File: src/rtl/tx_pcs_pkg.sv
package tx_pcs_pkg;

    localparam int CG_W  = 5;
    localparam int NIB_W = 4;

    typedef enum logic [1:0] {
        FR_IDLE = 2'd0,
        FR_K    = 2'd1,
        FR_DATA = 2'd2,
        FR_R    = 2'd3
    } fr_state_e;

    localparam logic [CG_W-1:0] CG_IDLE = 5'b11111;
    localparam logic [CG_W-1:0] CG_J    = 5'b11000;
    localparam logic [CG_W-1:0] CG_K    = 5'b10001;
    localparam logic [CG_W-1:0] CG_T    = 5'b01101;
    localparam logic [CG_W-1:0] CG_R    = 5'b00111;
    localparam logic [CG_W-1:0] CG_HALT = 5'b00100;

    function automatic logic [CG_W-1:0] nib_to_cg(input logic [NIB_W-1:0] n);
        logic [CG_W-1:0] c;
        case (n)
            4'h0: c = 5'b11110;
            4'h1: c = 5'b01001;
            4'h2: c = 5'b10100;
            4'h3: c = 5'b10101;
            4'h4: c = 5'b01010;
            4'h5: c = 5'b01011;
            4'h6: c = 5'b01110;
            4'h7: c = 5'b01111;
            4'h8: c = 5'b10010;
            4'h9: c = 5'b10011;
            4'hA: c = 5'b10110;
            4'hB: c = 5'b10111;
            4'hC: c = 5'b11010;
            4'hD: c = 5'b11011;
            4'hE: c = 5'b11100;
            default: c = 5'b11101;
        endcase
        return c;
    endfunction

endpackage

File: src/rtl/tx_pcs_framer.sv
module tx_pcs_framer
    import tx_pcs_pkg::*;
(
    input  logic             clk,
    input  logic             rst_n,
    input  logic             nib_en,
    input  logic [NIB_W-1:0] txd,
    input  logic             tx_en,
    input  logic             tx_er,
    input  logic             bypass_code,
    output logic             ser_bit
);

    typedef struct packed {
        fr_state_e       st;
        logic [CG_W-1:0] sh;
    } fr_t;

    fr_t             fr_d, fr_q;
    fr_state_e       st_next;
    logic [CG_W-1:0] cg_sel;

    always_comb begin
        fr_d    = fr_q;
        st_next = fr_q.st;
        cg_sel  = CG_IDLE;
        unique case (fr_q.st)
            FR_IDLE: begin
                if (tx_en) begin
                    cg_sel  = CG_J;
                    st_next = FR_K;
                end
            end
            FR_K: begin
                cg_sel  = CG_K;
                st_next = FR_DATA;
            end
            FR_DATA: begin
                if (!tx_en) begin
                    cg_sel  = CG_T;
                    st_next = FR_R;
                end else if (tx_er) begin
                    cg_sel  = CG_HALT;
                end else begin
                    cg_sel  = nib_to_cg(txd);
                end
            end
            FR_R: begin
                cg_sel  = CG_R;
                st_next = FR_IDLE;
            end
        endcase
        if (bypass_code) begin
            cg_sel = {tx_er, txd};
        end
        if (nib_en) begin
            fr_d.st = st_next;
            fr_d.sh = cg_sel;
        end else begin
            fr_d.sh = {fr_q.sh[CG_W-2:0], 1'b0};
        end
    end

    always_ff @(posedge clk) begin
        if (!rst_n) begin
            fr_q.st <= FR_IDLE;
            fr_q.sh <= '0;
        end else begin
            fr_q <= fr_d;
        end
    end

    assign ser_bit = fr_q.sh[CG_W-1];

    // a frame start is followed by K
    a_r2_k_after_j: assert property (@(posedge clk) disable iff (!rst_n)
        (nib_en && fr_q.st == FR_IDLE && tx_en) |=> (fr_q.st == FR_K));

    // end of data leads to R
    a_r5_t_then_r: assert property (@(posedge clk) disable iff (!rst_n)
        (nib_en && fr_q.st == FR_DATA && !tx_en) |=> (fr_q.st == FR_R));

    // bits move one place per cycle between symbol loads
    a_r11_serial_shift: assert property (@(posedge clk) disable iff (!rst_n)
        ($past(rst_n) && !$past(nib_en)) |-> (fr_q.sh[CG_W-1:1] == $past(fr_q.sh[CG_W-2:0])));

endmodule

File: src/rtl/tx_pcs_scrambler.sv
module tx_pcs_scrambler #(
    parameter int ADDR_W   = 5,
    parameter int LFSR_W   = 11,
    parameter int LFSR_TAP = 8
) (
    input  logic              clk,
    input  logic              rst_n,
    input  logic [ADDR_W-1:0] phy_addr,
    input  logic              bypass,
    input  logic              din,
    output logic              dout
);

    typedef struct packed {
        logic [LFSR_W-1:0] s;
    } scr_t;

    scr_t              scr_d, scr_q;
    logic [LFSR_W-1:0] seed_raw;
    logic [LFSR_W-1:0] seed;
    logic              key;

    for (genvar i = 0; i < LFSR_W; i++) begin : g_seed
        assign seed_raw[i] = phy_addr[i % ADDR_W];
    end

    assign seed = (seed_raw == '0) ? '1 : seed_raw;

    always_comb begin
        scr_d   = scr_q;
        key     = scr_q.s[LFSR_W-1] ^ scr_q.s[LFSR_TAP];
        scr_d.s = {scr_q.s[LFSR_W-2:0], key};
        dout    = din ^ (key & ~bypass);
    end

    always_ff @(posedge clk) begin
        if (!rst_n) begin
            scr_q.s <= seed;
        end else begin
            scr_q <= scr_d;
        end
    end

    // register never reaches the locked all-zero state
    a_r6_nonzero: assert property (@(posedge clk) disable iff (!rst_n)
        scr_q.s != '0);

    // register shifts by one place every cycle
    a_r6_shift: assert property (@(posedge clk) disable iff (!rst_n)
        $past(rst_n) |-> (scr_q.s[LFSR_W-1:1] == $past(scr_q.s[LFSR_W-2:0])));

endmodule

File: src/rtl/tx_pcs_mlt3.sv
module tx_pcs_mlt3 (
    input  logic clk,
    input  logic rst_n,
    input  logic sbit,
    output logic line_plus,
    output logic line_minus
);

    typedef struct packed {
        logic       nrzi;
        logic       nrzi_prev;
        logic [1:0] phase;
    } ln_t;

    ln_t ln_d, ln_q;

    always_comb begin
        ln_d           = ln_q;
        ln_d.nrzi      = ln_q.nrzi ^ sbit;
        ln_d.nrzi_prev = ln_q.nrzi;
        if (ln_q.nrzi != ln_q.nrzi_prev) begin
            ln_d.phase = ln_q.phase + 2'd1;
        end
    end

    always_ff @(posedge clk) begin
        if (!rst_n) begin
            ln_q <= '0;
        end else begin
            ln_q <= ln_d;
        end
    end

    assign line_plus  = (ln_q.phase == 2'd1);
    assign line_minus = (ln_q.phase == 2'd3);

    // a one inverts the NRZI level
    a_r7_toggle: assert property (@(posedge clk) disable iff (!rst_n)
        ($past(rst_n) && $past(sbit)) |-> (ln_q.nrzi != $past(ln_q.nrzi)));

    // level only steps forward around the cycle
    a_r8_step: assert property (@(posedge clk) disable iff (!rst_n)
        ($past(rst_n) && ln_q.phase != $past(ln_q.phase)) |-> (ln_q.phase == $past(ln_q.phase) + 2'd1));

    // phases are exclusive
    a_r8_exclusive: assert property (@(posedge clk) disable iff (!rst_n)
        !(line_plus && line_minus));

endmodule

File: src/rtl/tx_pcs_encoder.sv
module tx_pcs_encoder #(
    parameter int ADDR_W   = 5,
    parameter int LFSR_W   = 11,
    parameter int LFSR_TAP = 8
) (
    input  logic              clk,
    input  logic              rst_n,
    input  logic              nib_en,
    input  logic [3:0]        txd,
    input  logic              tx_en,
    input  logic              tx_er,
    input  logic [ADDR_W-1:0] phy_addr,
    input  logic              bypass_code,
    input  logic              bypass_scr,
    output logic              line_plus,
    output logic              line_minus
);

    logic code_bit;
    logic scr_bit;

    tx_pcs_framer u_framer (
        .clk         (clk),
        .rst_n       (rst_n),
        .nib_en      (nib_en),
        .txd         (txd),
        .tx_en       (tx_en),
        .tx_er       (tx_er),
        .bypass_code (bypass_code),
        .ser_bit     (code_bit)
    );

    tx_pcs_scrambler #(
        .ADDR_W   (ADDR_W),
        .LFSR_W   (LFSR_W),
        .LFSR_TAP (LFSR_TAP)
    ) u_scr (
        .clk      (clk),
        .rst_n    (rst_n),
        .phy_addr (phy_addr),
        .bypass   (bypass_scr),
        .din      (code_bit),
        .dout     (scr_bit)
    );

    tx_pcs_mlt3 u_line (
        .clk        (clk),
        .rst_n      (rst_n),
        .sbit       (scr_bit),
        .line_plus  (line_plus),
        .line_minus (line_minus)
    );

    // outputs are quiet in the cycle after reset
    a_r1_quiet_after_reset: assert property (@(posedge clk) disable iff (!rst_n)
        !$past(rst_n) |-> (!line_plus && !line_minus));

endmodule

File: config.mk
export PLATFORM = sky130hd
export DESIGN_NAME = tx_pcs_encoder
export DESIGN_NICKNAME = d
export VERILOG_FILES = /design/src/rtl/tx_pcs_pkg.sv /design/src/rtl/tx_pcs_framer.sv /design/src/rtl/tx_pcs_scrambler.sv /design/src/rtl/tx_pcs_mlt3.sv /design/src/rtl/tx_pcs_encoder.sv
export SDC_FILE = /design/constraint.sdc
export NUM_CORES = 1
export LEC_CHECK = 0
export ABC_AREA = 1
export BUFFER_PORTS_ARGS = -buffer_cell sky130_fd_sc_hd__buf_2
export CORE_MARGIN = 10
export CORE_UTILIZATION = 57
export DETAILED_ROUTE_END_ITERATION = 10
export GPL_TIMING_DRIVEN = 0
export PLACE_DENSITY = 0.85
export SLEW_MARGIN = 25
export SYNTH_ARGS = -nofsm -noshare
export SYNTH_HDL_FRONTEND = slang
export SYNTH_SLANG_ARGS = --single-unit
export TNS_END_PERCENT = 30
File: constraint.sdc
create_clock -name clk -period 1.93 [get_ports clk]
set_input_delay 0.579 -clock clk [delete_from_list [all_inputs] [get_ports clk]]
set_output_delay 0.579 -clock clk [all_outputs]
set_load 0.02 [all_outputs]
==> out/qor.yml <==
status:
  status: "finished, final reports clean"
route:
  remaining_drc_errors: 0
  drtIter0Drc: 24
  vias: 946
  drt-pass1-iter-count: 4
  antenna_left: 0
  routedWlPerCell_um: 12.3
  routed_wirelength_um: 2280
  viasPerCell: 5.09
synthesis:
  synth_area_leader_cell: "dfxtp_1"
  ys_seq_area_share_pct: 43.1
  synth-edff-count: 0
  syn-cell-area_sq_um: 1020
  synth_top_family_by_area: "simple AND/OR/NAND/NOR gates"
  synth-xor-area-share_pct: 3.43
  yosys.area_share.adder_pct: 6.12
  syn_inst: 141
  synth_top_area_share_pct: 43.1
  async_reset_ff_share_pct: 0
  synth-main-ff-cell: "dfxtp_1"
  synth.area.top_cells: "dfxtp_1 43%, nand2_1 15%, a21oi_1 7.3%"
  synth-simple-area-share_pct: 23.7
  synth_cell_types: 17
  synth.top_cells.by_count: "42 x nand2_1, 22 x dfxtp_1, 17 x inv_1, 15 x a21oi_1, 12 x o21ai_0"
  synth_compound_area_share_pct: 15.9
  synth_most_common_cell: "nand2_1"
  synth_area_per_cell_sq_um: 7.25
  yosysWarnings: 0
  synth_nets: 162
  muxShareOfSynthArea_pct: 0
  synth.ff_latch_count: 22
critical_path:
  reg2reg_from: "u_framer.fr_q[6]"
  crit_arrival_ns: 1.06
  critical_path_peak_fanout: 3
  end_kind: "output pin"
  critical_path_class: "reg -> out"
  crit_path_top_delay_cell: "dfxtp_1"
  cp.required_ns: 1.35
  startpoint_type: "flip-flop"
  crit_chain: "inv_1 -> ha_1 -> buf_2"
  cp.depth: 3
  r2r_cells: 8
  critPathTopFamily: "flip-flops"
  startpoint: "u_line.ln_q[1]"
  path_buf_inv: 2
  cp_slowest_stage_delay_ns: 0.37
sta:
  setup_violations: 0
  drv_slew: 0
  rsz0062_at_grt: "false"
  period_needed_ns: 1.63
  fin_crit_sh_pct: 84.7
  fmax_mhz: 612
  fin_skew_ns: 0.00495
  tightestPinTransition_ns: 0.245
  relSlewSlack_pct: 83.5
  timing_hold_violations_final: 0
  setup-tns-final_ns: 0
worst_hold_path:
  min_from: "u_scr.scr_q[3]"
  hold-path-cell-count: 2
  hp-class: "reg -> reg"
global_route:
  antenna_found_initial: 0
  gr-total-overflow: 0
  grt_use_total_pct: 12.5
  grt_pass1_wl_um: 4060
  grt_max_degree: 14
  grt_pass1_vias: 975
die:
  ios: 18
  fp-row-count: 15
  fp.dieH_um: 62.4
  core_sq_um: 1710
  initial_core_util_pct: 59.9
  die_area_sq_um: 3890
  die_w_um: 62.4
clock_network:
  clockBufferDepth: 2
  insertion_delay_ns: 0.32
  hold_buffers: 0
  clock-root-buffer: "clkbuf_4"
  cts_tree: "built"
  clk_pin_slew_ns: 0.13
  htree_levels: 1
  cts_resized: 0
  postCtsSetupBuffers: 0
  numCtsBuffers: 3
  cts.sinks: 22
place:
  io_buffer_count: 16
  gp_congestion: 0.888
  hpwl_um: 1830
final_layout:
  area_delta_synth_final_pct: 16.0
  antenna_cells: 0
  drive_gt1_share_pct: 16.1
  fin_nets: 183
  utilization_pct: 69.5
pwr:
  ir_drop_v: 0.000708
  p_leak_nw: 0.605
  power_mw: 1.13
  power_density_nw_per_um2: 955
job:
  cap_viol_max_count: 0
[layout by cell type, fill, tap and decap left out]
cell type   n
nand2_1    42
dfxtp_1    22
buf_2      19
inv_1      17
a21oi_1    15
o21ai_0    12
nor2_1      8
nand3_1     5
ha_1        5
xnor2_1     3
o211ai_1    3
clkbuf_4    3
nor3_1      1
nor3b_2     1
o21ai_1     1
xor2_1      1
nor2_2      1
or2_2       1
bufinv_16   1
[stage by stage]
stage | cells | area [sq um] | hold slack, ns | setup slack, ns
2_1_floorplan | 141 | 1020 | 0.404 | 0.691
3_3_place_gp | 182 | 1130 | 0.408 | 0.499
3_5_place_dp | 182 | 1130 | 0.417 | 0.415
4_1_cts | 186 | 1190 | 0.447 | 0.287
5_1_grt | 186 | 1190 | 0.464 | 0.222
6_report | 186 | 1190 | 0.443 | 0.296
[logic make-up (layout without fill, tap and decap cells)]
kind of cell,after synthesis,after routing
fa+ha+maj,5,5
compound gates,31,31
simple gates,59,59
flops,22,22
xor+xnor,4,4
buf+inv,20,40
[power breakdown]
group	switching [mW]	internal (mW)	total (mW)
registers	0.0342	0.512	0.546
clock network	0.151	0.210	0.362
logic	0.135	0.0897	0.225
total	0.321	0.812	1.13
[state kept, by name (all words and copies together) (netlist names)]
register,cells
u_framer.ser_bit,1
u_line.ln_q,3
u_scr.scr_q,11
u_line.ln_d,1
u_framer.fr_q,6
[per-layer routing]
metal  track usage, %  vias to the layer above  part of all wire, %  wire, um
met3             3.23                       11                  5.4       124
met5                0                        -                    0         0
met4             8.10                        0                  3.8        87
met2             20.9                       31                   48      1100
met1             13.6                      417                   43       976
li1                 -                      487                    -         -
[worst register-to-register path, cell delays in order, from the launching register on]
cell and delay, ns:
dfxtp_1 0.42, inv_1 0.10, ha_1 0.22, inv_1 0.14
nor2_1 0.10, nor2_1 0.09, nand2_1 0.08, o21ai_0 0.16
a21oi_1 0.05
[path summary, 6_finish.rpt]
| path | to | slack, ns |
|---|---|---|
| max | line_plus | 0.30 |
| min | u_scr.scr_q[4] | 0.44 |
| max reg2reg | u_framer.fr_q[6] | 0.47 |
| min reg2reg | u_scr.scr_q[4] | 0.44 |
[cell type report]
cell class	instances	area, sq um
fillers	145	522
multi-input cells	99	503
flip-flops and latches	22	440
repair buffers	16	80.1
inverters	17	63.8
well taps	25	31.3
clock inverters	1	30.0
clock buffers	3	22.5
plain buffers	3	15.0
(Power assumes the default switching activity.)
